[config.mk]
export PLATFORM = sky130hd
export DESIGN_NAME = boot_guard
export DESIGN_NICKNAME = d
export VERILOG_FILES = /design/src/rtl/boot_guard_pkg.sv /design/src/rtl/bg_boot_seq.sv /design/src/rtl/bg_key_decode.sv /design/src/rtl/bg_fetch_guard.sv /design/src/rtl/boot_guard.sv
export SDC_FILE = /design/constraint.sdc
export NUM_CORES = 1
export LEC_CHECK = 0
export BUFFER_PORTS_ARGS = -buffer_cell sky130_fd_sc_hd__buf_2
export CORE_MARGIN = 5
export CORE_UTILIZATION = 37
export CTS_BUF_LIST = sky130_fd_sc_hd__clkbuf_16
export CTS_CLUSTER_DIAMETER = 30
export CTS_CLUSTER_SIZE = 10
export DETAILED_ROUTE_END_ITERATION = 16
export HOLD_SLACK_MARGIN = 0.15
export PLACE_DENSITY = 0.77
export SYNTH_ARGS = -nofsm -noshare
export SYNTH_HDL_FRONTEND = slang
export SYNTH_SLANG_ARGS = --single-unit
export TNS_END_PERCENT = 20
[constraint.sdc]
create_clock -name clk -period 2.3 [get_ports clk]
set_clock_uncertainty 0.15 [all_clocks]
set_input_delay 0.345 -clock clk [delete_from_list [all_inputs] [get_ports clk]]
set_output_delay 0.345 -clock clk [all_outputs]
set_load 0.01 [all_outputs]
[src/rtl/boot_guard_pkg.sv]
package boot_guard_pkg;
  localparam int unsigned WORD_W = 16;
  localparam logic [WORD_W-1:0] RESET_VEC_ADDR = 16'hFFFE;
  localparam logic [WORD_W-1:0] KEY_WORD_ADDR  = 16'hFFDE;
  localparam logic [WORD_W-1:0] ERASED_WORD    = 16'hFFFF;
  localparam logic [WORD_W-1:0] KEY_LOADER_OFF = 16'hAA55;
  localparam logic [WORD_W-1:0] KEY_KEEP_FLASH = 16'h0000;
  localparam logic [WORD_W-1:0] PERIPH_LAST    = 16'h01FF;

  typedef enum logic [2:0] {
    SEQ_ASK_VEC,
    SEQ_GET_VEC,
    SEQ_ASK_KEY,
    SEQ_GET_KEY,
    SEQ_DONE
  } seq_state_e;
endpackage

[src/rtl/bg_boot_seq.sv]
module bg_boot_seq
  import boot_guard_pkg::*;
#(
  parameter int unsigned AW = 16,
  parameter int unsigned DW = 16,
  parameter logic [AW-1:0] VEC_ADDR = RESET_VEC_ADDR,
  parameter logic [AW-1:0] KEY_ADDR = KEY_WORD_ADDR,
  parameter logic [DW-1:0] BLANK    = ERASED_WORD
) (
  input  logic          clk,
  input  logic          rst_n,
  output logic          req_valid,
  input  logic          req_ready,
  output logic [AW-1:0] req_addr,
  input  logic          rsp_valid,
  input  logic [DW-1:0] rsp_data,
  output logic          rsp_ready,
  output logic          key_load,
  output logic [DW-1:0] key_data,
  output logic          done,
  output logic          blank
);
  seq_state_e state, state_nx;
  logic       blank_q;
  logic       take;

  always_comb begin
    req_valid = (state == SEQ_ASK_VEC) || (state == SEQ_ASK_KEY);
    req_addr  = (state == SEQ_ASK_KEY) ? KEY_ADDR : VEC_ADDR;
    rsp_ready = (state == SEQ_GET_VEC) || (state == SEQ_GET_KEY);
    take      = rsp_ready && rsp_valid;
    key_load  = take && (state == SEQ_GET_KEY);
    key_data  = rsp_data;
    done      = (state == SEQ_DONE);
    blank     = blank_q;
  end

  always_comb begin
    state_nx = state;
    case (state)
      SEQ_ASK_VEC: if (req_ready) state_nx = SEQ_GET_VEC;
      SEQ_GET_VEC: if (take)      state_nx = SEQ_ASK_KEY;
      SEQ_ASK_KEY: if (req_ready) state_nx = SEQ_GET_KEY;
      SEQ_GET_KEY: if (take)      state_nx = SEQ_DONE;
      default:                    state_nx = SEQ_DONE;
    endcase
  end

  always_ff @(posedge clk or negedge rst_n) begin
    if (!rst_n) begin
      state   <= SEQ_ASK_VEC;
      blank_q <= 1'b0;
    end else begin
      state <= state_nx;
      if (take && (state == SEQ_GET_VEC)) blank_q <= (rsp_data == BLANK);
    end
  end
endmodule

[src/rtl/bg_key_decode.sv]
module bg_key_decode
  import boot_guard_pkg::*;
#(
  parameter int unsigned DW = 16,
  parameter logic [DW-1:0] OFF_KEY  = KEY_LOADER_OFF,
  parameter logic [DW-1:0] KEEP_KEY = KEY_KEEP_FLASH
) (
  input  logic          clk,
  input  logic          rst_n,
  input  logic          load,
  input  logic [DW-1:0] key,
  output logic          ldr_off,
  output logic          erase_en
);
  always_ff @(posedge clk or negedge rst_n) begin
    if (!rst_n) begin
      ldr_off  <= 1'b1;
      erase_en <= 1'b0;
    end else if (load) begin
      ldr_off  <= (key == OFF_KEY);
      erase_en <= (key != KEEP_KEY);
    end
  end
endmodule

[src/rtl/bg_fetch_guard.sv]
module bg_fetch_guard
  import boot_guard_pkg::*;
#(
  parameter int unsigned AW = 16,
  parameter logic [AW-1:0] LAST_PERIPH = PERIPH_LAST,
  parameter int unsigned HOLD = 8
) (
  input  logic          clk,
  input  logic          rst_n,
  input  logic          armed,
  input  logic          fetch_valid,
  input  logic [AW-1:0] fetch_addr,
  input  logic          fetch_mapped,
  output logic          rst_req
);
  localparam int unsigned CW = $clog2(HOLD + 1);

  logic [CW-1:0] cnt;
  logic          in_periph;
  logic          illegal;

  always_comb begin
    in_periph = (fetch_addr <= LAST_PERIPH);
    illegal   = armed && fetch_valid && (in_periph || !fetch_mapped);
    rst_req   = (cnt != '0);
  end

  always_ff @(posedge clk or negedge rst_n) begin
    if (!rst_n)            cnt <= '0;
    else if (illegal)      cnt <= CW'(HOLD);
    else if (cnt != '0)    cnt <= cnt - CW'(1);
  end
endmodule

[src/rtl/boot_guard.sv]
module boot_guard
  import boot_guard_pkg::*;
#(
  parameter int unsigned RST_HOLD = 8
) (
  input  logic              clk,
  input  logic              rst_n,
  output logic              rd_req_valid,
  input  logic              rd_req_ready,
  output logic [WORD_W-1:0] rd_addr,
  input  logic              rd_rsp_valid,
  input  logic [WORD_W-1:0] rd_rsp_data,
  output logic              rd_rsp_ready,
  input  logic              fetch_valid,
  input  logic [WORD_W-1:0] fetch_addr,
  input  logic              fetch_mapped,
  output logic              cpu_stall,
  output logic              core_run,
  output logic              core_sleep,
  output logic              rst_req,
  output logic              ldr_disable,
  output logic              bad_pw_erase_en
);
  logic              seq_done;
  logic              seq_blank;
  logic              key_load;
  logic [WORD_W-1:0] key_data;

  bg_boot_seq #(.AW(WORD_W), .DW(WORD_W)) u_seq (
    .clk       (clk),
    .rst_n     (rst_n),
    .req_valid (rd_req_valid),
    .req_ready (rd_req_ready),
    .req_addr  (rd_addr),
    .rsp_valid (rd_rsp_valid),
    .rsp_data  (rd_rsp_data),
    .rsp_ready (rd_rsp_ready),
    .key_load  (key_load),
    .key_data  (key_data),
    .done      (seq_done),
    .blank     (seq_blank)
  );

  bg_key_decode #(.DW(WORD_W)) u_key (
    .clk      (clk),
    .rst_n    (rst_n),
    .load     (key_load),
    .key      (key_data),
    .ldr_off  (ldr_disable),
    .erase_en (bad_pw_erase_en)
  );

  always_comb begin
    cpu_stall  = !seq_done;
    core_run   = seq_done && !seq_blank;
    core_sleep = seq_done && seq_blank;
  end

  bg_fetch_guard #(.AW(WORD_W), .HOLD(RST_HOLD)) u_fetch (
    .clk          (clk),
    .rst_n        (rst_n),
    .armed        (core_run),
    .fetch_valid  (fetch_valid),
    .fetch_addr   (fetch_addr),
    .fetch_mapped (fetch_mapped),
    .rst_req      (rst_req)
  );
endmodule

Word level (Yosys, flattened, before mapping)
Cells that the tools add are included.
{ "op_classes": {"n_addsub": 1, "order_cmp": 1, "reduce_logical": 18, "muxes": 8, "eq_ne": 10} }
{ "op_table": {"columns": ["op", "count"], "rows": [
  ["$eq 16x16->1 const B", 2],
  ["$le 16x9->1 const B", 1],
  ["$reduce_bool 16->1", 1],
  ["$mux 3", 4],
  ["$pmux 3 s4", 1],
  ["$mux 4", 2],
  ["$logic_and 1x1->1", 7],
  ["$eq 3x2->1 const B", 2],
  ["$mux 6", 1],
  ["$ne 2x1->1 const B", 2],
  ["$ne 2x2->1 const B", 2],
  ["$reduce_and 4->1", 1],
  ["$reduce_bool 4->1", 1],
  ["$sub 4x1->4 const B", 1],
  ["$eq 3x1->1 const B", 1],
  ["$eq 3x3->1 const B", 1],
  ["$logic_not 1->1", 3],
  ["$logic_not 3->1", 1],
  ["$logic_or 1x1->1", 3],
  ["$reduce_bool 2->1", 1]
]} }
{ "totals": {"register_bits": 10} }

Longest topological paths before layout
{ "logic_depth": {"depth_word": 5, "depth_mapped": 6} }

Hierarchy
A second synthesis with hierarchy kept.
{ "hier_totals": {"cells_unflattened": 97, "hier_area_um2": 904.6} }
{ "by_module_without_submodules": {"columns": ["module", "seq_area_each_um2", "area_per_inst_um2", "cells_each", "instances"], "rows": [
  ["bg_boot_seq", 100.1, 476.7, 57, 1],
  ["bg_fetch_guard", 100.1, 267.8, 23, 1],
  ["bg_key_decode", 51.3, 140.1, 14, 1],
  ["boot_guard", 0.0, 20.0, 3, 1]
]} }

Worst setup path after synthesis
Ideal clock, no wire load.
{ "synth_path": {"path_kind": "register -> register", "from": "register u_fetch.cnt[0]", "to": "register u_fetch.cnt[1]", "t_arrival_ps": 1494, "required_time_ps": 2046, "period_less_slack_ps": 1748, "setup_time_ps": 104, "stages_incl_launch_ff": 6, "path_slack_ps": 552, "path_cell_list": "dfrtp_1 -> inv_1 -> ha_1 -> or3b_2 -> clkbuf_1 -> a221oi_1"} }
{ "synth_between": {"word_cells_on_any_way": 5, "classes_between": "1 x add/sub; 2 x mux; 2 x reduce/logical"} }
{ "synth_rtl": {"columns": ["item", "line", "text"], "rows": [
  ["from (decl)", "bg_fetch_guard.sv:18", "logic [CW-1:0] cnt;"],
  ["from (signal assigned)", "bg_fetch_guard.sv:30", "else if (illegal) cnt <= CW'(HOLD);"],
  ["from (signal assigned)", "bg_fetch_guard.sv:31", "else if (cnt != '0) cnt <= cnt - CW'(1);"],
  ["$reduce_bool 4->1", null, null],
  ["via rst_req", "boot_guard.sv:20", "output logic rst_req,"],
  ["$reduce_bool 2->1 (no source line)", null, null]
]} }
The timed path passes the listed nets, and every way through them passes these cells. The select of a mux whose other input is x is not followed.
A chain may end at the register's enable or synchronous reset.

Worst setup path in the final report
{ "layout_path": {"from": "register u_fetch.cnt[0]", "to": "output port rst_req"} }
{ "layout_between": {"elab_chain_cells": 1} }
{ "layout_rtl": {"columns": ["item", "line", "text"], "rows": [
  ["$reduce_bool 4->1", "bg_fetch_guard.sv:25", "rst_req = (cnt != '0);"],
  ["to (decl)", "boot_guard.sv:20", null]
]} }
Every way passes these cells.

==> impl_results.rst <==
.. list-table::
   :header-rows: 1

   * - Metric
     - Value
   * - Run status
     - finished, final reports clean
   * - Yosys Warn Count
     - 0
   * - 1st-iter DRT viols
     - 7
   * - Average via count per standard cell
     - approximately 4.6
   * - Residual antenna-violating net count after detailed routing
     - 0
   * - Critical path arrival
     - 1.56 ns
   * - Die height
     - 54.3 um
   * - Crit Path Max Fanout
     - 4
   * - Biggest area contributors in the synthesized netlist
     - dfrtp_1, buf_4, nor4_1, o41ai_4, dfstp_2
   * - Total power per unit cell area
     - 1040 nW/um^2
   * - Antenna diode count
     - 0
   * - Class of the worst hold path
     - in2reg
   * - Launch instance of the worst min-delay path
     - rd_req_ready
   * - Period minus WS final
     - 2.05 ns
   * - Sequential cell area fraction in the yosys report
     - 0.347
   * - Kind of end point of the critical path
     - primary output
   * - Max H-tree Level
     - 1
   * - Count of endpoints failing setup in the final report
     - 0
   * - Number of nets in the layout
     - around 160
   * - Endpoint of the worst hold path
     - u_seq.state[0]
   * - Hold Crit Depth
     - 3
   * - Global-route total usage across every layer
     - 0.112
   * - Pin count of the biggest net entering global routing
     - 11
   * - Final max-slew violation count
     - 0
   * - Final-layout worst hold slack
     - 0.209 ns
   * - Unrepaired setup endpoints after global routing
     - false
   * - Area Overhead vs Synth
     - 32.0%
   * - DP HPWL
     - about 1.4 mm
   * - Max cap viols
     - 0
   * - Number of primary I/O pins
     - 62
   * - CTS root buf
     - clkbuf_16
   * - Sum of negative setup slack
     - 0 ns
   * - Final Cycle Share
     - 0.892
   * - DIE WIDTH
     - 54.3 um
   * - Average size of a mapped cell
     - 9.17 sq um
   * - Nature of the critical path startpoint
     - register
   * - Flop2flop setup slack
     - 0.58 ns
   * - Total vias in the final route
     - 661
   * - Post-CTS Resized
     - 0
   * - Post-route core utilization
     - 0.497
   * - Total congestion overflow
     - 0
   * - Number of clock buffers inserted by TritonCTS
     - 3
   * - Leakage power of the design
     - 0.484 nW
   * - Most area-hungry cell type in the Yosys netlist
     - dfrtp_1
   * - Cell Rows
     - 16
   * - Fraction of final layout cells with drive strength greater than 1
     - 0.405
   * - DRC errors left
     - 0
   * - Clock latency of the later-clocked register in the worst-skew pair
     - ~0.23 ns
   * - Maximum buffer depth of the clock tree
     - 2
   * - Starting density of the core
     - 0.377
   * - Combined area of all synthesized cells
     - 724 sq um
   * - Core area
     - 1920 sq um
   * - Peak supply drop
     - 0.357 mV
   * - Wire length of the first global-routing pass
     - ~2.4 mm
   * - Worst r2r dst
     - u_fetch.cnt[1]
   * - TritonRoute pass-1 iters
     - 4
   * - Reg2Reg Depth
     - 4
   * - Port-buffer cells
     - 37
   * - Final Wtd Congestion
     - 0.676
   * - Total wirelength of the detailed-routed design
     - 1.61 mm
   * - Wire per inst
     - approximately 11 um
   * - Hold Vio Cnt, Final
     - 0
   * - Flop and latch count out of synthesis
     - 10
   * - Fraction of synthesized cell area taken by the top area cell type
     - 0.311
   * - Clock slew at reported path FFs
     - 0.04 ns
   * - Launching point of the worst reg2reg path
     - u_fetch.cnt[0]
   * - Number of distinct library cell variants in the gate-level netlist after synthesis
     - 34
   * - Required time at the worst-slack endpoint
     - 1.80 ns
   * - Clock sink total
     - 10
   * - Critical path start-end classification
     - reg2out
   * - Cell count after synthesis
     - 79
   * - Initial antenna violation count
     - 0
   * - Floorplan die area
     - 2940 sq um
   * - Number of global-route vias before repair
     - between 500 and 600
   * - Pre-CTS setup slack
     - 0.475 ns
   * - Fmax achieved
     - 488 MHz
   * - Worst-case setup margin in the final layout
     - 0.249 ns
   * - TritonCTS clock tree
     - built
[worst max-delay path, cell delays in order, from the launching register on]
cell and delay [ns]:
dfrtp_1 0.39, inv_1 0.06, ha_1 0.19, or3b_2 0.51
buf_2 0.17
[layout by cell type (no fill, tap or decap), types with 2 or more instances in the layout]
cell / n
nor2_1: 5
nor4_1: 5
conb_1: 15
a21oi_1: 2
mux2i_1: 2
dfrtp_1: 9
inv_1: 4
nand4_1: 4
nand2_1: 6
clkbuf_16: 3
nor2b_1: 2
buf_2: 37
[logic make-up after synthesis]
kind of cell	count (synthesis)	synth area share
DFF	10	0.347
AOI/OAI and AO/OA	8	0.111
and+or+nand+nor	32	0.259
adders and majority gates	1	0.0173
xor gates and xnor gates	2	0.0242
other	2	0.0104
buffers and inverters	21	0.188
muxes	3	0.0432
[flip-flops by register name, summed over array words and instances (netlist names)]
signal / cells
u_key.ldr_off: 1
u_fetch.cnt: 4
u_seq.blank: 1
u_key.erase_en: 1
u_seq.state: 3
[worst max-delay path by stage]
| stage | startpoint | end | slack, ns |
|---|---|---|---|
| 2_1_floorplan | u_fetch.cnt[0] | u_fetch.cnt[1] | 0.55 |
| 3_3_place_gp | u_fetch.cnt[0] | rst_req | 0.51 |
| 3_5_place_dp | u_fetch.cnt[0] | rst_req | 0.48 |
| 4_1_cts | u_fetch.cnt[0] | rst_req | 0.23 |
| 5_1_grt | u_fetch.cnt[0] | rst_req | 0.18 |
| 6_report | u_fetch.cnt[0] | rst_req | 0.25 |
[Yosys cell counts]
library cell,n
a21oi_1,2
a221o_2,1
a221oi_1,1
a31o_2,1
and2_1,1
and3_1,1
and4_1,1
buf_2,1
buf_4,15
clkbuf_1,2
conb_1,2
dfrtp_1,9
dfstp_2,1
ha_1,1
inv_1,3
mux2_2,1
mux2i_1,2
nand2_1,6
nand4_1,4
nand4b_1,1
nor2_1,5
nor2b_1,2
nor3_1,1
nor3b_1,1
nor4_1,5
nor4b_1,1
o21ai_0,1
o41ai_1,1
o41ai_4,1
or3_1,1
or3b_2,1
or4_4,1
xnor2_1,1
xor2_1,1
[repair_timing]
item	4_1_cts	5_1_grt
hold buffers	1	0
buffers inserted	0	0
hold endpoints to repair	10	0
[area by class of cell]
cell class / instances / area, sq um
tap: 27 / 33.8
inverter: 3 / 11.3
clock inverter: 1 / 3.75
multi-input combinational: 61 / 385
sequential: 10 / 251
clock buffer: 3 / 75.1
fill: 190 / 966
timing repair buffer: 38 / 195
[layer usage]
metal,GRT usage,up-vias,part of all wire
met5,0,-,0
met4,0.0622,0,0.014
met3,0.0300,3,0.096
met2,0.179,31,0.49
met1,0.134,297,0.40
li1,-,330,-
[report_power, final]
part	switching [W]	internal (W)
clock network	0.0000732	0.000227
logic	0.000182	0.000187
registers	0.0000812	0.000246
[metrics by stage]
step | cell area [sq um] | instances | power, W
floorplan | 773 | 92 | 0.000590
global placement | 867 | 138 | 0.000681
detailed placement | 867 | 138 | 0.000703
CTS | 956 | 143 | 0.00101
global route | 956 | 143 | 0.00107
finish | 956 | 143 | 0.000996
Note: power is estimated with default switching activity, not from simulation.
